--- config.mk ---
export PLATFORM = sky130hd
export DESIGN_NAME = intr_vector_ctrl
export DESIGN_NICKNAME = d
export VERILOG_FILES = /design/src/rtl/intr_vec_pkg.sv /design/src/rtl/intr_capture.sv /design/src/rtl/intr_enable_reg.sv /design/src/rtl/intr_lowest.sv /design/src/rtl/intr_vector_ctrl.sv
export SDC_FILE = /design/constraint.sdc
export NUM_CORES = 1
export LEC_CHECK = 0
export BUFFER_PORTS_ARGS = -buffer_cell sky130_fd_sc_hd__buf_2
export CORE_AREA = 3 3 131 133
export DETAILED_ROUTE_END_ITERATION = 7
export DIE_AREA = 0 0 134 136
export MAX_ROUTING_LAYER = met4
export PLACE_DENSITY = 0.5
export SYNTH_ARGS = -nofsm -noshare
export SYNTH_HDL_FRONTEND = slang
export SYNTH_SLANG_ARGS = --single-unit
export TNS_END_PERCENT = 100
--- constraint.sdc ---
create_clock -name clk -period 2.3 [get_ports clk]
set_clock_uncertainty 0.1 [all_clocks]
set_input_delay 0.345 -clock clk [delete_from_list [all_inputs] [get_ports clk]]
set_output_delay 0.345 -clock clk [all_outputs]
set_load 0.05 [all_outputs]
--- src/rtl/intr_vec_pkg.sv ---
package intr_vec_pkg;

  localparam int unsigned WORD_W = 32;
  localparam int unsigned OFF_LSB = 2;
  localparam int unsigned SEL_W = 3;

  typedef enum logic [SEL_W-1:0] {
    SEL_STATUS  = 3'd0,
    SEL_PENDING = 3'd1,
    SEL_ENABLE  = 3'd2,
    SEL_ACK     = 3'd3,
    SEL_EN_SET  = 3'd4,
    SEL_EN_CLR  = 3'd5,
    SEL_VECTOR  = 3'd6,
    SEL_MASTER  = 3'd7
  } reg_sel_e;

  typedef struct packed {
    logic load;
    logic set;
    logic clr;
    logic ack;
    logic master;
  } wr_ctl_t;

endpackage

--- src/rtl/intr_capture.sv ---
module intr_capture #(
  parameter int unsigned N_SRC = 32,
  parameter logic [31:0] EDGE_KIND = 32'h0000_FFFF
) (
  input  logic             clk,
  input  logic             rst_n,
  input  logic [N_SRC-1:0] src_i,
  input  logic [N_SRC-1:0] ack_mask_i,
  output logic [N_SRC-1:0] status_o
);

  for (genvar g = 0; g < N_SRC; g++) begin : g_line
    if (EDGE_KIND[g]) begin : g_edge
      logic prev_q;
      logic rise;
      assign rise = src_i[g] & ~prev_q;
      always_ff @(posedge clk or negedge rst_n) begin
        if (!rst_n) begin
          prev_q      <= 1'b0;
          status_o[g] <= 1'b0;
        end else begin
          prev_q      <= src_i[g];
          status_o[g] <= (status_o[g] & ~ack_mask_i[g]) | rise;
        end
      end
    end else begin : g_level
      always_ff @(posedge clk or negedge rst_n) begin
        if (!rst_n) begin
          status_o[g] <= 1'b0;
        end else begin
          status_o[g] <= ack_mask_i[g] ? 1'b0 : src_i[g];
        end
      end
    end
  end

endmodule

--- src/rtl/intr_enable_reg.sv ---
module intr_enable_reg #(
  parameter int unsigned N_SRC = 32
) (
  input  logic             clk,
  input  logic             rst_n,
  input  logic             load_i,
  input  logic             set_i,
  input  logic             clr_i,
  input  logic [N_SRC-1:0] data_i,
  output logic [N_SRC-1:0] en_o
);

  logic [N_SRC-1:0] en_next;

  always_comb begin
    en_next = en_o;
    if (load_i) en_next = data_i;
    if (set_i)  en_next = en_o | data_i;
    if (clr_i)  en_next = en_o & ~data_i;
  end

  always_ff @(posedge clk or negedge rst_n) begin
    if (!rst_n) en_o <= '0;
    else        en_o <= en_next;
  end

endmodule

--- src/rtl/intr_lowest.sv ---
module intr_lowest #(
  parameter int unsigned N_SRC = 32,
  localparam int unsigned IDX_W = (N_SRC > 1) ? $clog2(N_SRC) : 1
) (
  input  logic [N_SRC-1:0] pend_i,
  output logic             hit_o,
  output logic [IDX_W-1:0] idx_o
);

  always_comb begin
    idx_o = '0;
    for (int i = N_SRC - 1; i >= 0; i--) begin
      if (pend_i[i]) idx_o = IDX_W'(i);
    end
  end

  assign hit_o = |pend_i;

endmodule

--- src/rtl/intr_vector_ctrl.sv ---
module intr_vector_ctrl
  import intr_vec_pkg::*;
#(
  parameter int unsigned N_SRC = 32,
  parameter logic [31:0] EDGE_KIND = 32'h0000_FFFF,
  parameter int unsigned ADDR_W = 5
) (
  input  logic              clk,
  input  logic              rst_n,
  input  logic [N_SRC-1:0]  src_i,
  input  logic [ADDR_W-1:0] bus_addr,
  input  logic              bus_wr,
  input  logic              bus_rd,
  input  logic [31:0]       bus_wdata,
  output logic [31:0]       bus_rdata,
  output logic              irq_o
);

  localparam int unsigned IDX_W = (N_SRC > 1) ? $clog2(N_SRC) : 1;

  reg_sel_e         sel;
  wr_ctl_t          wctl;
  logic [N_SRC-1:0] status_w;
  logic [N_SRC-1:0] en_w;
  logic [N_SRC-1:0] pend_w;
  logic [N_SRC-1:0] ack_mask;
  logic [1:0]       mer_q;
  logic             hit_w;
  logic [IDX_W-1:0] idx_w;
  logic [WORD_W-1:0] vec_word;
  logic [WORD_W-1:0] rd_word;
  logic [WORD_W-1:0] rdata_q;
  logic             unused_addr;

  assign unused_addr = ^bus_addr[OFF_LSB-1:0];
  assign sel = reg_sel_e'(bus_addr[OFF_LSB+SEL_W-1:OFF_LSB]);

  always_comb begin
    wctl        = '0;
    wctl.load   = bus_wr && (sel == SEL_ENABLE);
    wctl.set    = bus_wr && (sel == SEL_EN_SET);
    wctl.clr    = bus_wr && (sel == SEL_EN_CLR);
    wctl.ack    = bus_wr && (sel == SEL_ACK);
    wctl.master = bus_wr && (sel == SEL_MASTER);
  end

  assign ack_mask = wctl.ack ? bus_wdata[N_SRC-1:0] : '0;

  intr_capture #(.N_SRC(N_SRC), .EDGE_KIND(EDGE_KIND)) u_capture (
    .clk       (clk),
    .rst_n     (rst_n),
    .src_i     (src_i),
    .ack_mask_i(ack_mask),
    .status_o  (status_w)
  );

  intr_enable_reg #(.N_SRC(N_SRC)) u_enable (
    .clk   (clk),
    .rst_n (rst_n),
    .load_i(wctl.load),
    .set_i (wctl.set),
    .clr_i (wctl.clr),
    .data_i(bus_wdata[N_SRC-1:0]),
    .en_o  (en_w)
  );

  assign pend_w = status_w & en_w;

  intr_lowest #(.N_SRC(N_SRC)) u_lowest (
    .pend_i(pend_w),
    .hit_o (hit_w),
    .idx_o (idx_w)
  );

  assign vec_word = hit_w ? WORD_W'(idx_w) : '1;

  always_ff @(posedge clk or negedge rst_n) begin
    if (!rst_n)           mer_q <= 2'b00;
    else if (wctl.master) mer_q <= bus_wdata[1:0];
  end

  always_comb begin
    unique case (sel)
      SEL_STATUS:  rd_word = WORD_W'(status_w);
      SEL_PENDING: rd_word = WORD_W'(pend_w);
      SEL_ENABLE:  rd_word = WORD_W'(en_w);
      SEL_VECTOR:  rd_word = vec_word;
      SEL_MASTER:  rd_word = WORD_W'(mer_q);
      default:     rd_word = '0;
    endcase
  end

  always_ff @(posedge clk or negedge rst_n) begin
    if (!rst_n)      rdata_q <= '0;
    else if (bus_rd) rdata_q <= rd_word;
  end

  assign bus_rdata = rdata_q;
  assign irq_o     = (&mer_q) & hit_w;

endmodule

**Word level (Yosys, flattened, before mapping)**

Cells that the tools add are included.

- Word-level logic and storage cells: 206
- Output and inout port bits: 33
- Bits in read-only memories: 0
- Bits of input ports: 73
- Memory bits (writable): 0
- Bits in latches: 0
- Flip-flop bits (word level): 114
- Memories kept: 0

- Add/subtract/negate cells: 0
- $mul: 0
- Muxes and demuxes: 54
- Bitwise logic cells: 85
- Div/mod/pow operators: 0
- Shift operators: 0
- Eq/ne operators: 7
- Reductions and logical operators: 9
- $lt $le $gt $ge: 0

Operators by type and width:

| kind | count |
|---|---|
| $mux 32 | 5 |
| $mux 5 | 32 |
| $pmux 32 s5 | 1 |
| $and 32x32->32 | 2 |
| $and 1x1->1 | 33 |
| $not 1->1 | 32 |
| $not 32->32 | 1 |
| $or 32x32->32 | 1 |
| $reduce_or 32->1 | 1 |
| $mux 1 | 16 |
| $or 1x1->1 | 16 |
| $eq 3x3->1 const B | 4 |
| $eq 3x2->1 const B | 2 |
| $logic_and 1x1->1 | 5 |
| $eq 3x1->1 const B | 1 |
| $logic_not 3->1 | 1 |
| $reduce_bool 3->1 | 1 |
| $reduce_and 2->1 | 1 |

**Depth between registers and ports, before layout**

Gate-level depths: netlist (run 1).

- Depth after elaboration: 35
- Depth in mapped cells: 8
- Gate-level depth less buffers: 5

**By module**

From an unflattened synthesis (run 1), not the netlist that was laid out.

- Cells, all modules: 701
- Area, all modules: 6600.1 sq um

Modules (own cells, without submodules):

| module | cells an instance | area an instance (sq um) | seq. area each (sq um) | times used |
|---|---|---|---|---|
| intr_vector_ctrl | 317 | 2622.5 | 850.8 | 1 |
| intr_enable_reg | 207 | 1970.6 | 800.8 | 1 |
| intr_capture | 112 | 1621.6 | 1201.2 | 1 |
| intr_lowest | 65 | 385.4 | 0.0 | 1 |

**Worst setup path before layout (run 1)**

Ideal clock, no wire load.

- Path type: flip-flop to output port
- Start point: reg u_enable.en_o[5]
- End point: out irq_o
- Path slack: 164 ps
- Data required time: 1855 ps
- Buffers on the path: 0
- Cell stages (with the launch flop): 5
- Arrival: 1691 ps
- Cell sequence: dfrtp_1 > a22o_1 > or4b_4 > nor4_4 > nor2_1

- Cells in the longest elaborated chain, start to end: 3

Ends and longest elaborated chain:

| element | RTL line | source |
|---|---|---|
| start, declared | intr_enable_reg.sv:10 | `output logic [N_SRC-1:0] en_o` |
| start signal, assigned | intr_enable_reg.sv:24 | `else en_o <= en_next;` |
| $and 32x32->32 | intr_vector_ctrl.sv:67 | `assign pend_w = status_w & en_w;` |
| $reduce_or 32->1 | intr_lowest.sv:17 | `assign hit_o = \|pend_i;` |
| $and 1x1->1 | intr_vector_ctrl.sv:99 | `assign irq_o = (&mer_q) & hit_w;` |
| end, declared | intr_vector_ctrl.sv:16 | `output logic irq_o` |

No other way between the ends.

**Worst setup path after layout (run 1)**

- Start point: reg u_enable.en_o[29]
- End point: out irq_o

Same word-level chain as after synthesis.

==> flow_summary_export.csv, run 1 <==
group,metric,value,unit
status,run_status,"finished with violations",
status,violations,"negative setup slack",
yosys,synth-seq-cells,114,
finish,regArea,0.002853,mm2
yosys,synth_top_cell_by_area,"dfrtp_1",
clock_tree,clk_pin_slew,60,ps
finish,layout-drive-gt1-share,0.2707,
yosys,synth_area_leaders,"dfrtp_1 (51%), a21oi_1 (6.1%), nand2_1 (6.1%)",
timing,tightest_slew,1080,ps
power_and_ir_drop,ir_worst_vdd,0.5285,mV
route,wl_per_cell,18.32,um
clock_tree,cts-root-buf,"clkbuf_16",
yosys,ys_warn_count,0,
clock_tree,cts.sinks,114,
yosys,synthCells,596,
finish,multi_input_area,0.002490,mm2
route,vias,5258,
worst_setup_path,cp-start-kind,"register",
route,postRouteAntennaNets,0,
die,io_pins,106,
worst_setup_path,path_cells,"a22o_1, or4b_4, nor4_4, nor2_2, buf_6",
min_path,hold_path.class,"in2reg",
place,dp_hpwl,12650,um
yosys,yosysUniqueCellTypes,41,
die,initial_core_util,0.3539,
route,wirelength,17900,um
yosys,synthesis.area,0.005643,mm2
yosys,yosys.area.top_type_share,0.5055,
place,post-place-ws,-176.9,ps
yosys,synth_nets,669,
worst_setup_path,slowest_stage,"or4b_4",
finish,syn_to_final_growth,32.66,%
die,fp-row-count,46,
finish,utilization,0.4696,
clock_tree,numCtsBuffers,17,
clock_tree,clk_latency,420,ps
clock_tree,clk_path_buf_depth,2,
global_route,grt_max_degree,47,
yosys,async_flop_share,1.000,
route,drtIter0Drc,368,
power_and_ir_drop,powerDensity,868.6,mW/mm2
worst_setup_path,crit_path_end_kind,"primary output",
timing,max_freq,0.3972,GHz
global_route,grt_pass1_vias,5427,
timing,hold_violations,0,
die,die_x,134,um
finish,layout.nets,821,
timing,finalSetupTns,-217.8,ps
timing,rsz0062_at_grt,"yes",
worst_setup_path,max_stage_delay,550,ps
die,die_area,0.01822,mm2
place,postPlaceCellArea,0.006685,mm2
worst_setup_path,crit_type,"reg2out",
yosys,synth-seq-area-share,0.5055,
place,portBuffers,103,
global_route,grt_pass1_wl,28660,um
die,core,0.01594,mm2
yosys,avgSynthCellArea,9.468,um2
run,drv_cap,0,
clock_tree,cts_tree,"built",
timing,fin_crit,2518,ps
global_route,overflow,0,
timing,finalSetupViolations,1,
finish,filler_cell_count,1566,
timing,fin_crit_sh,1.095,
route,drc_errors,0,
route,viasPerCell,5.382,
clock_tree,htree_levels,4,
place,place.gp.congestion,0.8802,
worst_setup_path,required,1860,ps
timing,max_slew_margin,0.2773,
global_route,antenna_found_initial,0,
finish,final_area,0.007486,mm2
die,die_h,136,um
yosys,synth_edf_count,0,
worst_setup_path,cp.arrival,2070,ps
finish,layout_commonest_cell,"dfrtp_1",
timing,drv_slew,0,
power_and_ir_drop,p_leak,3.444,nW
finish,layout_common_cells,"dfrtp_1 (114), buf_2 (101), nand2_1 (92), a21oi_1 (69), o21ai_0 (52)",
finish,num_antenna_cells,0,
global_route,grt.total_usage,0.2099,
yosys,yosys_most_used_dff,"dfrtp_1",
route,firstDrtPassIters,5,
worst_setup_path,worstPathMaxFanout,2,
timing,setup_slack,-217.8,ps
[power by group]
group          switching (W)  total (W)  internal [W]
Combinational       0.000853    0.00143      0.000573
Clock               0.000976    0.00262       0.00164
Sequential          0.000217    0.00246       0.00224
[layout make-up]
class | count | area share
Clock buffer | 19 | 0.06050
Multi-Input combinational cell | 398 | 0.3326
Timing Repair Buffer | 170 | 0.1479
Inverter | 47 | 0.02357
Clock inverter | 13 | 0.01822
Sequential cell | 114 | 0.3811
Tap cell | 216 | 0.03610
[cell usage after synthesis (4+ instances only)]
cell type and count:
a21o_1 12, inv_1 47, o2111ai_1 4, nand4_1 6
nor2b_1 4, nand2_1 92, a21boi_0 16, dfrtp_1 114
a21oi_1 69, o221ai_2 10, nor2_1 6, a22oi_1 29
a32oi_1 19, clkbuf_1 29, o221ai_1 17, a32o_1 4
nand2b_1 18, a22o_1 7, o21ai_0 52
[registers in the layout (all words and copies together) (netlist names)]
register	cells
bus_rdata	32
u_capture.status_o	32
u_enable.en_o	32
u_capture.g_line.g_edge.prev_q	16
mer_q	2
[worst max-delay path: cells and delay by family (launching register included)]
| family | cells | cell delay, ps |
|---|---|---|
| AND/OR/NAND/NOR | 3 | 850 |
| flip-flops | 1 | 380 |
| AO/OA/AOI/OAI | 1 | 260 |
| buffers and inverters | 1 | 160 |
[logic make-up after synthesis]
logic type / Yosys count / synth area share
muxes: 5 / 0.009313
and+or+nand+nor: 134 / 0.1093
DFF: 114 / 0.5055
buffers and inverters: 84 / 0.05854
AOI/OAI and AO/OA: 259 / 0.3173
[through the flow]
stage	power (W)	cells	hold slack [ps]
floorplan	0.003278	596	-50.59
global placement	0.003846	925	246.4
detailed placement	0.003875	925	252.4
CTS	0.006560	977	31.67
global route	0.006839	977	37.50
finish	0.006503	977	48.62
[routing by layer]
layer,vias up,GRT usage,part of all wire
met2,153,0.3240,0.47
li1,2489,-,-
met5,-,-,0
met3,27,0.04071,0.048
met1,2589,0.2750,0.47
met4,0,0.08114,0.020
[worst paths after layout]
| kind | endpoint | startpoint | slack (ps) | depth (start not counted) |
|---|---|---|---|---|
| max | irq_o | u_enable.en_o[29]$_DFFE_PN0P_ | -220 | 5 |
| min | u_capture.status_o[19]$_DFF_PN0_ | bus_wdata[19] | 50 | 2 |
| max in group asynchronous | u_capture.status_o[11]$_DFF_PN0_ | rst_n | 1110 | 3 |
| min reg2reg | u_capture.status_o[2]$_DFF_PN0_ | u_capture.g_line[2].g_edge.prev_q$_DFF_PN0_ | 310 | 1 |
| min in group asynchronous | bus_rdata[23]$_DFFE_PN0P_ | rst_n | 340 | 2 |
| max reg2reg | bus_rdata[17]$_DFFE_PN0P_ | u_enable.en_o[29]$_DFFE_PN0P_ | 90 | 7 |
[repair_timing]
item / CTS / global route
hold buffers: 17 / 0
gates resized for setup: 3 / 2
buffers inserted: 3 / 0
endpoints found under the hold margin: 49 / 0
pin swaps: 6 / 0
endpoints found under the setup margin: 29 / 20
Note: power is estimated with default switching activity, not from simulation.
==> run 2: changes to the inputs <==
Settings changed: ABC_AREA from default to 1, CORE_AREA 3 3 131 133 to 3 3 127 129, DIE_AREA 0 0 134 136 to 0 0 130 132, PLACE_DENSITY 0.5 to 0.51.
==> run 2 against run 1 <==
Effect of this change: the run still ends with negative setup slack left; sequential power shrank 4%; via count down 7.9%; count of clock-buffer cells in the layout grew 3; sequential share of layout area is 2.4 points higher; cell count down 2.3%; total power is 2.4% lower; critical path depth rose by 31; worst hold slack worse by 23 ps; global-route usage is 2.4 points lower; first-iteration DRC count is 26% lower; register-to-register slack worse by 180 ps; wire length down 16%; critical path type is now reg2reg.
==> flow_summary_export.csv, run 2 <==
group,metric,value,unit
status,run_status,"finished with violations",
status,violations,"negative setup slack",
worst_setup_path,cp.arrival,2600,ps
clock_tree,htree_levels,4,
yosys,yosys_most_used_dff,"dfrtp_1",
global_route,grt_use_met1,0.2395,
worst_setup_path,path_buf_inv,1,
clock_tree,numCtsBuffers,17,
finish,num_antenna_cells,0,
route,wirelength,15020,um
worst_setup_path,path_delay_family,"simple AND/OR/NAND/NOR gates",
worst_setup_path,worstPathMaxFanout,2,
die,fp-row-count,45,
global_route,grt_pass1_wl,24400,um
timing,hold_violations,0,
worst_setup_path,cpMostUsedCell,"nand2_1",
yosys,yosys.area.top_type_share,0.5390,
timing,max_freq,0.4184,GHz
yosys,ys_warn_count,0,
global_route,grt_max_degree,60,
die,core,0.01515,mm2
worst_setup_path,slowest_stage,"dfrtp_1",
power_and_ir_drop,total_power,0.006346,W
clock_tree,cts.sinks,114,
route,postRouteAntennaNets,0,
finish,layout_commonest_cell,"dfrtp_1",
timing,fin_crit,2390,ps
timing,tightest_slew,682.8,ps
global_route,met2_usage,0.2848,
power_and_ir_drop,ir_worst_vdd,0.5641,mV
die,io_pins,106,
clock_tree,clk_path_buf_depth,2,
global_route,antenna_found_initial,0,
yosys,synth_edf_count,0,
global_route,busiest_layer,"met2",
finish,layout.nets,827,
yosys,avgSynthCellArea,8.620,um2
place,dp_hpwl,10210,um
worst_setup_path,required,2510,ps
route,viasPerCell,5.073,
min_path,hold_path.class,"in2reg",
yosys,synth_area_leaders,"dfrtp_1 (54%), a21oi_1 (8.9%), o22ai_1 (7.4%)",
yosys,ys_top_cells_by_count,"dfrtp_1 (114), a21oi_1 (94), inv_1 (92), nand2_1 (92), o22ai_1 (63)",
yosys,synth_top_cell_by_area,"dfrtp_1",
yosys,synth_nets,687,
timing,setup_slack,-90.21,ps
yosys,synth-seq-area-share,0.5390,
route,vias,4845,
route,drc_errors,0,
timing,drv_slew,0,
yosys,synthCells,614,
yosys,yosysUniqueCellTypes,23,
die,die_h,132,um
global_route,grt.total_usage,0.1860,
timing,finalSetupViolations,2,
die,die_x,130,um
worst_setup_path,max_stage_delay,390,ps
worst_setup_path,crit_path_end_kind,"register",
timing,rsz0062_at_grt,"yes",
timing,fin_crit_sh,1.039,
worst_setup_path,cp-start-kind,"register",
timing,max_slew_margin,0.5442,
clock_tree,clk_pin_slew,50,ps
route,wl_per_cell,15.73,um
clock_tree,clk_latency,420,ps
route,drtIter0Drc,272,
die,initial_core_util,0.3494,
power_and_ir_drop,p_leak,3.751,nW
global_route,grt_pass1_vias,4941,
run,drv_cap,0,
yosys,synth-seq-cells,114,
global_route,grt_use_met3,0.04538,
power_and_ir_drop,powerDensity,900.1,mW/mm2
finish,layout_common_cells,"dfrtp_1 (114), buf_2 (101), a21oi_1 (94), inv_1 (92), nand2_1 (81)",
worst_setup_path,crit_type,"reg2reg",
clock_tree,cts-root-buf,"clkbuf_16",
finish,syn_to_final_growth,33.22,%
place,place.gp.congestion,0.9322,
yosys,async_flop_share,1.000,
yosys,synthesis.area,0.005293,mm2
finish,layout-drive-gt1-share,0.2464,
route,firstDrtPassIters,5,
die,die_area,0.01716,mm2
yosys,synth_most_common_cell,"dfrtp_1",
clock_tree,cts_tree,"built",
place,post-place-ws,-96.02,ps
global_route,overflow,0,
place,portBuffers,103,
run 2: cell count changes after synthesis, sizes merged, moves of 18 or more:
cell and change:
a21o +18, a21oi +25, a22oi -29, a32oi -19
inv +48, nand2b -18, o221ai -27, o22ai +60
run 2: what timing repair did:
action                                 in CTS  in global routing
gates resized for setup                    16                  6
buffers inserted                            2                  2
setup endpoints to repair                   2                  6
hold buffers                               17                  0
pin swaps                                   4                  3
endpoints found under the hold margin     130                  0
run 2: stage by stage:
stage	cells	TNS [ps]	utilization	hold WS (ps)	instance area [um2]
4_1_cts	953	-188.5	0.4634	8.877	7018
5_1_grt	955	-735.9	0.4655	28.93	7051
2_1_floorplan	614	0	-	-50.59	5293
6_report	955	-133.9	0.4655	26.00	7051
3_3_place_gp	903	-172.8	0.4081	291.4	6181
3_5_place_dp	903	-96.02	0.4081	292.1	6181
run 2: cell families (layout without fill, tap and decap cells):
logic type / after synthesis / in the layout / share of synthesized area
AOI/OAI and AO/OA: 246 / 246 / 0.2716
buffers and inverters: 123 / 276 / 0.08723
DFF: 114 / 114 / 0.5390
and+or+nand+nor: 131 / 131 / 0.1021
run 2: final timing paths:
path,from,end,slack (ps),cells past startpoint
min in group asynchronous,rst_n,bus_rdata[7]$_DFFE_PN0P_,390,3
worst min register to register,u_capture.g_line[11].g_edge.prev_q$_DFF_PN0_,u_capture.status_o[11]$_DFF_PN0_,310,1
worst min-delay path,bus_wdata[26],u_capture.status_o[26]$_DFF_PN0_,30,2
worst max register to register,u_capture.status_o[31]$_DFF_PN0_,bus_rdata[0]$_DFFE_PN0P_,-90,36
max in group asynchronous,rst_n,u_capture.g_line[11].g_edge.prev_q$_DFF_PN0_,1420,3
worst max-delay path,u_capture.status_o[31]$_DFF_PN0_,bus_rdata[0]$_DFFE_PN0P_,-90,36
run 2: area by class of cell:
type,instances,area [um2]
clock buffer,22,464.2
clock inverter,10,132.6
fill,1511,8095
inverter,95,356.6
multi-input combinational,377,2052
sequential,114,2853
tap,188,235.2
timing repair buffer,149,957.2
run 2: metal layers:
metal | up-vias | wire, um
li1 | 2360 | -
met4 | 0 | 248
met5 | - | 0
met3 | 22 | 798
met2 | 136 | 7073
met1 | 2327 | 6902
run 2: report_power, final:
part / switching, W / internal, W / total, W
sequential: 0.000132 / 0.00224 / 0.00237
combinational: 0.000844 / 0.000451 / 0.00130
clock: 0.000932 / 0.00175 / 0.00268
